`src/rtl/pcm_ser_pkg.sv`:
```
// Package: shared constants and types of the PCM frame serializer.
// Assumes: channel width decoding is base plus field plus an extension step.
package pcm_ser_pkg;
    localparam int unsigned BASE_WIDTH = 8;
    localparam int unsigned EXT_STEP   = 16;

    // Source that drives the data line at a given bit position.
    typedef enum logic [1:0] {
        SRC_NONE  = 2'd0,
        SRC_LEFT  = 2'd1,
        SRC_RIGHT = 2'd2
    } slot_src_e;
endpackage

```
`src/rtl/pcm_ser_counter.sv`:
```
// Module: bit-position counter of the frame.
// Does: advances on every launch, wraps at the programmed last position, and
// in consumer mode realigns to the frame start transition on the sync input.
// Assumes: step is a single-cycle strobe; config is stable while in use.
module pcm_ser_counter #(
    parameter int CNT_W = 10
) (
    input  logic             clk,
    input  logic             rst_n,
    input  logic             step,
    input  logic [CNT_W-1:0] frame_last,
    input  logic             consumer,
    input  logic             fs_inv,
    input  logic             fs_in,
    output logic [CNT_W-1:0] next_pos,
    output logic             frame_start
);
    logic [CNT_W-1:0] pos_q;
    logic             started_q;
    logic             prev_act_q;
    logic             act_lvl;
    logic             fs_edge;

    // Active level of the external sync and detection of its start transition.
    always_comb begin
        act_lvl = fs_in ^ fs_inv;
        fs_edge = act_lvl & ~prev_act_q;
    end

    // Position that the next launch moves to.
    always_comb begin
        if (!started_q)
            next_pos = '0;
        else if (consumer && fs_edge)
            next_pos = '0;
        else if (pos_q == frame_last)
            next_pos = '0;
        else
            next_pos = pos_q + CNT_W'(1);
        frame_start = step && (next_pos == '0);
    end

    // Position, start flag and previous sync level, updated on a launch.
    always_ff @(posedge clk) begin
        if (!rst_n) begin
            pos_q      <= '0;
            started_q  <= 1'b0;
            prev_act_q <= 1'b0;
        end else if (step) begin
            pos_q      <= next_pos;
            started_q  <= 1'b1;
            prev_act_q <= act_lvl;
        end
    end
endmodule

```
`src/rtl/pcm_ser_sample.sv`:
```
// Module: sample pair hand-over and underrun tracking.
// Does: takes a left/right pair at each frame start, substitutes zeros when
// none is offered and sets a sticky underrun flag.
// Assumes: frame_start is a single-cycle strobe.
module pcm_ser_sample #(
    parameter int SMP_W = 32
) (
    input  logic             clk,
    input  logic             rst_n,
    input  logic             frame_start,
    input  logic             smp_valid,
    input  logic [SMP_W-1:0] smp_left,
    input  logic [SMP_W-1:0] smp_right,
    output logic             smp_ready,
    output logic [SMP_W-1:0] cur_left,
    output logic [SMP_W-1:0] cur_right,
    output logic             underrun
);
    logic [SMP_W-1:0] held_left_q;
    logic [SMP_W-1:0] held_right_q;
    logic             under_q;

    // Pair in force at this launch: fresh at a frame start, held otherwise.
    always_comb begin
        smp_ready = frame_start;
        if (frame_start) begin
            cur_left  = smp_valid ? smp_left  : '0;
            cur_right = smp_valid ? smp_right : '0;
        end else begin
            cur_left  = held_left_q;
            cur_right = held_right_q;
        end
        underrun = under_q;
    end

    // Hold the pair for the frame and latch a missed hand-over.
    always_ff @(posedge clk) begin
        if (!rst_n) begin
            held_left_q  <= '0;
            held_right_q <= '0;
            under_q      <= 1'b0;
        end else if (frame_start) begin
            held_left_q  <= cur_left;
            held_right_q <= cur_right;
            if (!smp_valid)
                under_q <= 1'b1;
        end
    end
endmodule

```
`src/rtl/pcm_ser_slot.sv`:
```
// Module: channel window decode and bit select.
// Does: for each channel checks whether a position lies in its window and
// picks the MSB-first bit; the left channel wins an overlap.
// Assumes: samples are right-aligned; widths above SMP_W are clamped.
module pcm_ser_slot
    import pcm_ser_pkg::*;
#(
    parameter int CNT_W = 10,
    parameter int SMP_W = 32,
    parameter int WID_W = 4
) (
    input  logic [CNT_W-1:0]            pos,
    input  logic [WID_W-1:0]            wid,
    input  logic                        wext,
    input  logic [1:0][CNT_W-1:0]       ch_start,
    input  logic [1:0]                  ch_en,
    input  logic [1:0][SMP_W-1:0]       ch_data,
    output logic                        bit_out
);
    localparam int SPAN_W = CNT_W + 1;
    localparam int IDX_W  = $clog2(SMP_W);

    logic [SPAN_W-1:0] raw_w;
    logic [SPAN_W-1:0] eff_w;
    logic [1:0]        hit;
    logic [1:0]        bit_v;
    slot_src_e         src;

    // Channel width from the field and extension, clamped to the sample size.
    always_comb begin
        raw_w = SPAN_W'(BASE_WIDTH) + SPAN_W'(wid) + (wext ? SPAN_W'(EXT_STEP) : '0);
        eff_w = (raw_w > SPAN_W'(SMP_W)) ? SPAN_W'(SMP_W) : raw_w;
    end

    for (genvar ch = 0; ch < 2; ch++) begin : g_chan
        logic [SPAN_W-1:0] off;
        logic [IDX_W-1:0]  idx;
        // Window membership and MSB-first bit index of this channel.
        always_comb begin
            off       = {1'b0, pos} - {1'b0, ch_start[ch]};
            hit[ch]   = ch_en[ch] && (pos >= ch_start[ch]) && (off < eff_w);
            idx       = IDX_W'(eff_w - SPAN_W'(1) - off);
            bit_v[ch] = ch_data[ch][idx];
        end
    end

    // Priority pick of the source that drives this position.
    always_comb begin
        if (hit[0])      src = SRC_LEFT;
        else if (hit[1]) src = SRC_RIGHT;
        else             src = SRC_NONE;
        case (src)
            SRC_LEFT:  bit_out = bit_v[0];
            SRC_RIGHT: bit_out = bit_v[1];
            default:   bit_out = 1'b0;
        endcase
    end
endmodule

```
`src/rtl/pcm_frame_serializer.sv`:
```
// Module: top of the PCM frame serializer.
// Does: selects the launch strobe, runs the position counter, generates frame
// sync and registers the serial data bit for each position.
// Assumes: bit strobes are single-cycle pulses in the clk domain.
module pcm_frame_serializer #(
    parameter int CNT_W = 10,
    parameter int SMP_W = 32,
    parameter int WID_W = 4
) (
    input  logic             clk,
    input  logic             rst_n,
    input  logic             bit_rise,
    input  logic             bit_fall,
    input  logic [CNT_W-1:0] cfg_frame_last,
    input  logic [CNT_W-1:0] cfg_sync_len,
    input  logic [CNT_W-1:0] cfg_ch0_start,
    input  logic [CNT_W-1:0] cfg_ch1_start,
    input  logic [WID_W-1:0] cfg_wid,
    input  logic             cfg_wext,
    input  logic             cfg_ch0_en,
    input  logic             cfg_ch1_en,
    input  logic             cfg_fs_inv,
    input  logic             cfg_clk_inv,
    input  logic             cfg_fs_consumer,
    input  logic             fs_in,
    input  logic             smp_valid,
    output logic             smp_ready,
    input  logic [SMP_W-1:0] smp_left,
    input  logic [SMP_W-1:0] smp_right,
    output logic             fs_out,
    output logic             sd_out,
    output logic             underrun
);
    logic             step;
    logic [CNT_W-1:0] next_pos;
    logic             frame_start;
    logic [SMP_W-1:0] cur_left;
    logic [SMP_W-1:0] cur_right;
    logic             data_bit;
    logic             fs_nxt;
    logic             fs_q;
    logic             sd_q;

    // Launch strobe chosen by the clock-invert setting.
    always_comb step = cfg_clk_inv ? bit_rise : bit_fall;

    pcm_ser_counter #(.CNT_W(CNT_W)) u_cnt (
        .clk         (clk),
        .rst_n       (rst_n),
        .step        (step),
        .frame_last  (cfg_frame_last),
        .consumer    (cfg_fs_consumer),
        .fs_inv      (cfg_fs_inv),
        .fs_in       (fs_in),
        .next_pos    (next_pos),
        .frame_start (frame_start)
    );

    pcm_ser_sample #(.SMP_W(SMP_W)) u_smp (
        .clk         (clk),
        .rst_n       (rst_n),
        .frame_start (frame_start),
        .smp_valid   (smp_valid),
        .smp_left    (smp_left),
        .smp_right   (smp_right),
        .smp_ready   (smp_ready),
        .cur_left    (cur_left),
        .cur_right   (cur_right),
        .underrun    (underrun)
    );

    pcm_ser_slot #(.CNT_W(CNT_W), .SMP_W(SMP_W), .WID_W(WID_W)) u_slot (
        .pos      (next_pos),
        .wid      (cfg_wid),
        .wext     (cfg_wext),
        .ch_start ({cfg_ch1_start, cfg_ch0_start}),
        .ch_en    ({cfg_ch1_en, cfg_ch0_en}),
        .ch_data  ({cur_right, cur_left}),
        .bit_out  (data_bit)
    );

    // Frame sync level for the next position; silent when following outside sync.
    always_comb begin
        if (cfg_fs_consumer)
            fs_nxt = 1'b0;
        else
            fs_nxt = (next_pos < cfg_sync_len) ^ cfg_fs_inv;
    end

    // Output registers, updated only on a launch.
    always_ff @(posedge clk) begin
        if (!rst_n) begin
            fs_q <= 1'b0;
            sd_q <= 1'b0;
        end else if (step) begin
            fs_q <= fs_nxt;
            sd_q <= data_bit;
        end
    end

    always_comb begin
        fs_out = fs_q;
        sd_out = sd_q;
    end
endmodule

```
`config.mk`:
```
export PLATFORM = sky130hd
export DESIGN_NAME = pcm_frame_serializer
export DESIGN_NICKNAME = d
export VERILOG_FILES = /design/src/rtl/pcm_ser_pkg.sv /design/src/rtl/pcm_ser_counter.sv /design/src/rtl/pcm_ser_sample.sv /design/src/rtl/pcm_ser_slot.sv /design/src/rtl/pcm_frame_serializer.sv
export SDC_FILE = /design/constraint.sdc
export NUM_CORES = 1
export LEC_CHECK = 0
export BUFFER_PORTS_ARGS = -buffer_cell sky130_fd_sc_hd__buf_2
export CORE_MARGIN = 2
export CORE_UTILIZATION = 35
export CTS_BUF_LIST = sky130_fd_sc_hd__clkbuf_16
export DETAILED_ROUTE_END_ITERATION = 6
export PLACE_DENSITY = 0.56
export SLEW_MARGIN = 0
export SYNTH_ARGS = -nofsm -noshare
export SYNTH_HDL_FRONTEND = slang
export SYNTH_SLANG_ARGS = --single-unit
```
`constraint.sdc`:
```
create_clock -name clk -period 11.2 [get_ports clk]
set_clock_uncertainty 0.15 [all_clocks]
set_input_delay 1.68 -clock clk [delete_from_list [all_inputs] [get_ports clk]]
set_output_delay 1.68 -clock clk [all_outputs]
set_load 0.02 [all_outputs]
```
==> flow_metrics.py <==
metrics = {
    "sta": {
        "fmax_ghz": 0.1670,
        "slew_headroom_pct": 30.82,
        "hold_violations": 0,
        "period_needed_ns": 5.987,
        "worst_pin_slew_ns": 1.030,
        "period_share_pct": 53.46,
        "fin_tns_setup_ns": 0,
        "grt_setup_unrepaired": "false",
        "finalSetupViolations": 0,
        "slew_violations": 0,
    },
    "die": {
        "chipWidth_um": 140.0,
        "start_util_pct": 35.90,
        "core_area_mm2": 0.01802,
        "die_area_mm2": 0.01959,
        "fp.dieH_um": 140.0,
        "io_pins": 124,
        "rows": 49,
    },
    "final_layout": {
        "area_delta_synth_final_pct": 14.89,
        "drive_above_1_share_pct": 19.87,
        "finalNonFillerCells": 1130,
        "antennaDiodeCount": 0,
        "layout_common_cells": "buf_2, nand2_1, dfxtp_1",
        "final_common_cell": "buf_2",
        "fin_util_pct": 41.25,
        "finalNetCount": 1074,
    },
    "global_routing": {
        "grt_pass1_vias": 5603,
        "globalRoute.totalOverflow": 0,
        "grt_pass1_wl_mm": 28.95,
        "antenna_found_initial": 0,
        "grt_usage_pct": 18.18,
        "grt_max_degree": 84,
    },
    "clock_network": {
        "post_cts.repair.setup_buffers": 0,
        "cts.sinks": 79,
        "worstSkewPairLatency_ns": 0.34,
        "cts_made_buffers": 9,
        "hold_buffers": 0,
        "cts_tree": "yes",
        "cts_buffer_depth": 2,
        "htree_levels": 3,
        "cts-root-buf": "clkbuf_16",
        "cts_resized": 0,
        "clk_pin_slew_worst_paths_ns": 0.06,
    },
    "setup_path": {
        "endpoint": "smp_ready",
        "worstReg2RegEnd": "sd_out",
        "criticalPathCategory": "input pin to primary output",
        "worstReg2RegStart": "u_cnt.pos_q[5]",
        "crit_start": "cfg_clk_inv",
        "start_kind": "input pin",
        "regToRegSetupSlack_ns": 6.12,
        "critPathCaptureType": "primary output",
        "crit_fanout": 73,
        "r2r_cells": 18,
        "required_ns": 9.37,
        "crit_arrival_ns": 4.16,
    },
    "logic_synthesis": {
        "synth_top_family_by_area": "simple AND/OR/NAND/NOR gates",
        "yosysWarnings": 0,
        "yosys.area_share.simple_pct": 21.56,
        "synth_area_mm2": 0.006471,
        "synth_ff_type": "dfxtp_1",
        "yosys.area_share.adder_pct": 11.68,
        "syn_area_per_cell_um2": 7.989,
        "synth_xor_area_share_pct": 5.955,
        "yosysSeqAreaShare_pct": 24.44,
        "synth_edf_count": 0,
        "ys_ff_latch": 79,
        "syn_inst": 810,
        "synth-compound-area-share_pct": 20.65,
        "synthMuxAreaShare_pct": 7.734,
        "ys_types": 65,
        "syn_nets": 988,
        "async_reset_ff_share_pct": 0,
    },
    "routing": {
        "drt_iter0_markers": 326,
        "vias": 5864,
        "drc": 0,
        "vias_per_cell": 5.189,
        "first_pass_iters": 4,
        "wl_per_cell_um": 15.70,
        "wirelength_mm": 17.74,
        "ant_nets": 0,
    },
    "placed_design": {
        "io_buffers": 123,
        "globalplace.congestion": 0.8333,
        "dp.cells": 1114,
        "hpwlAfterDp_mm": 12.86,
    },
    "run_status": {
        "status": "finished, final reports clean",
    },
    "pwr": {
        "vdd_ir_drop_max_v": 0.00008600,
        "p_leak_uw": 0.003201,
        "cellPowerDensity_mw_per_mm2": 129.6,
    },
    "min_path": {
        "hp-class": "flip-flop to flip-flop",
        "hp-start": "u_smp.held_right_q[17]",
    },
    "flow_run": {
        "cap_violations": 0,
    },
}
## per-layer routing
| metal | up-vias | track usage [%] | share of wire [%] |
|---|---|---|---|
| li1 | 3014 | - | - |
| met4 | 0 | 4.263 | 1.2 |
| met3 | 15 | 3.179 | 5.0 |
| met2 | 146 | 28.24 | 45 |
| met1 | 2689 | 26.28 | 49 |
| met5 | - | 0 | 0 |
## per-stage QoR
step	power [uW]	area, um^2	worst slack, ns	hold WS, ns
after CTS	975.9	7435	5.230	0.3157
after floorplan	576.8	6471	5.021	0.2875
final	963.3	7435	5.213	0.3120
after global routing	1029	7435	4.868	0.3363
after global placement	670.7	7139	4.937	0.2991
after detailed placement	671.3	7139	4.946	0.3064
## critical path, stage by stage
cell	delay, ns
buf_2	0.11
mux2_2	0.42
o2111ai_1	0.22
a2111oi_4	0.24
and3_4	0.27
nor2_4	0.03
buf_4	0.33
inv_6	0.48
buf_2	0.26
## flip-flops by register name, indices dropped and copies added (netlist names)
name,count
u_smp.held_left_q,32
u_smp.held_right_q,32
u_cnt.pos_q,10
fs_out,1
sd_out,1
u_cnt.prev_act_q,1
u_cnt.started_q,1
u_smp.underrun,1
## Yosys cell counts, drive strengths merged (2+ instances only)
library cell / instances / share of area (%)
nand2: 102 / 5.9
dfxtp: 79 / 24
nand3: 76 / 5.9
inv: 59 / 3.5
a21boi: 56 / 6.5
ha: 54 / 10
a21oi: 44 / 3.4
clkbuf: 33 / 1.9
xnor2: 31 / 4.2
nor2: 26 / 1.6
buf: 22 / 2.5
nor2b: 18 / 1.7
nor3: 17 / 1.3
o21ai: 17 / 1.3
mux2: 14 / 2.4
mux2i: 14 / 2.2
o21a: 14 / 1.6
xor2: 13 / 1.8
a21o: 11 / 1.3
and3: 10 / 1.0
mux4: 9 / 3.1
nand4: 9 / 0.87
a31oi: 8 / 0.77
a211oi: 7 / 0.81
and2: 5 / 0.48
nand2b: 5 / 0.48
nand3b: 5 / 0.58
o211ai: 5 / 0.58
fa: 4 / 1.2
o2111ai: 4 / 0.54
nor4: 3 / 0.29
o21bai: 3 / 0.35
a2111oi: 2 / 0.66
a211o: 2 / 0.27
a311oi: 2 / 0.27
a31o: 2 / 0.27
a32oi: 2 / 0.27
nor4b: 2 / 0.37
o211a: 2 / 0.31
o31a: 2 / 0.27
o31ai: 2 / 0.23
or2: 2 / 0.19
or3: 2 / 0.27
## power breakdown
group | internal, uW | leakage [uW] | switching (uW)
Combinational | 152 | 0.00241 | 213
Sequential | 294 | 0.000643 | 5.86
Clock | 174 | 0.000148 | 125
## final cells by class
cell class	instances	area, um^2
clock buffers	9	225.2
clock inverters	7	70.07
fillers	1913	10590
inverters	60	230.2
multi-input cells	616	4373
flip-flops and latches	79	1582
well taps	229	286.5
repair buffers	130	668.1
## kinds of logic after synthesis
family | Yosys count
simple gates | 286
xor+xnor | 44
compound gates | 191
flops | 79
buf+inv | 115
fa+ha+maj | 58
mux | 37
## how the worst min path moves through the flow
stage | endpoint | depth (start not counted)
6_report | u_smp.held_right_q[17] | 2
5_1_grt | u_smp.held_right_q[1] | 2
4_1_cts | u_smp.held_right_q[17] | 2
3_5_place_dp | u_smp.held_right_q[17] | 2
3_3_place_gp | u_smp.held_left_q[4] | 2
2_1_floorplan | u_smp.held_left_q[2] | 2
Power figures use the tool's default switching activity.
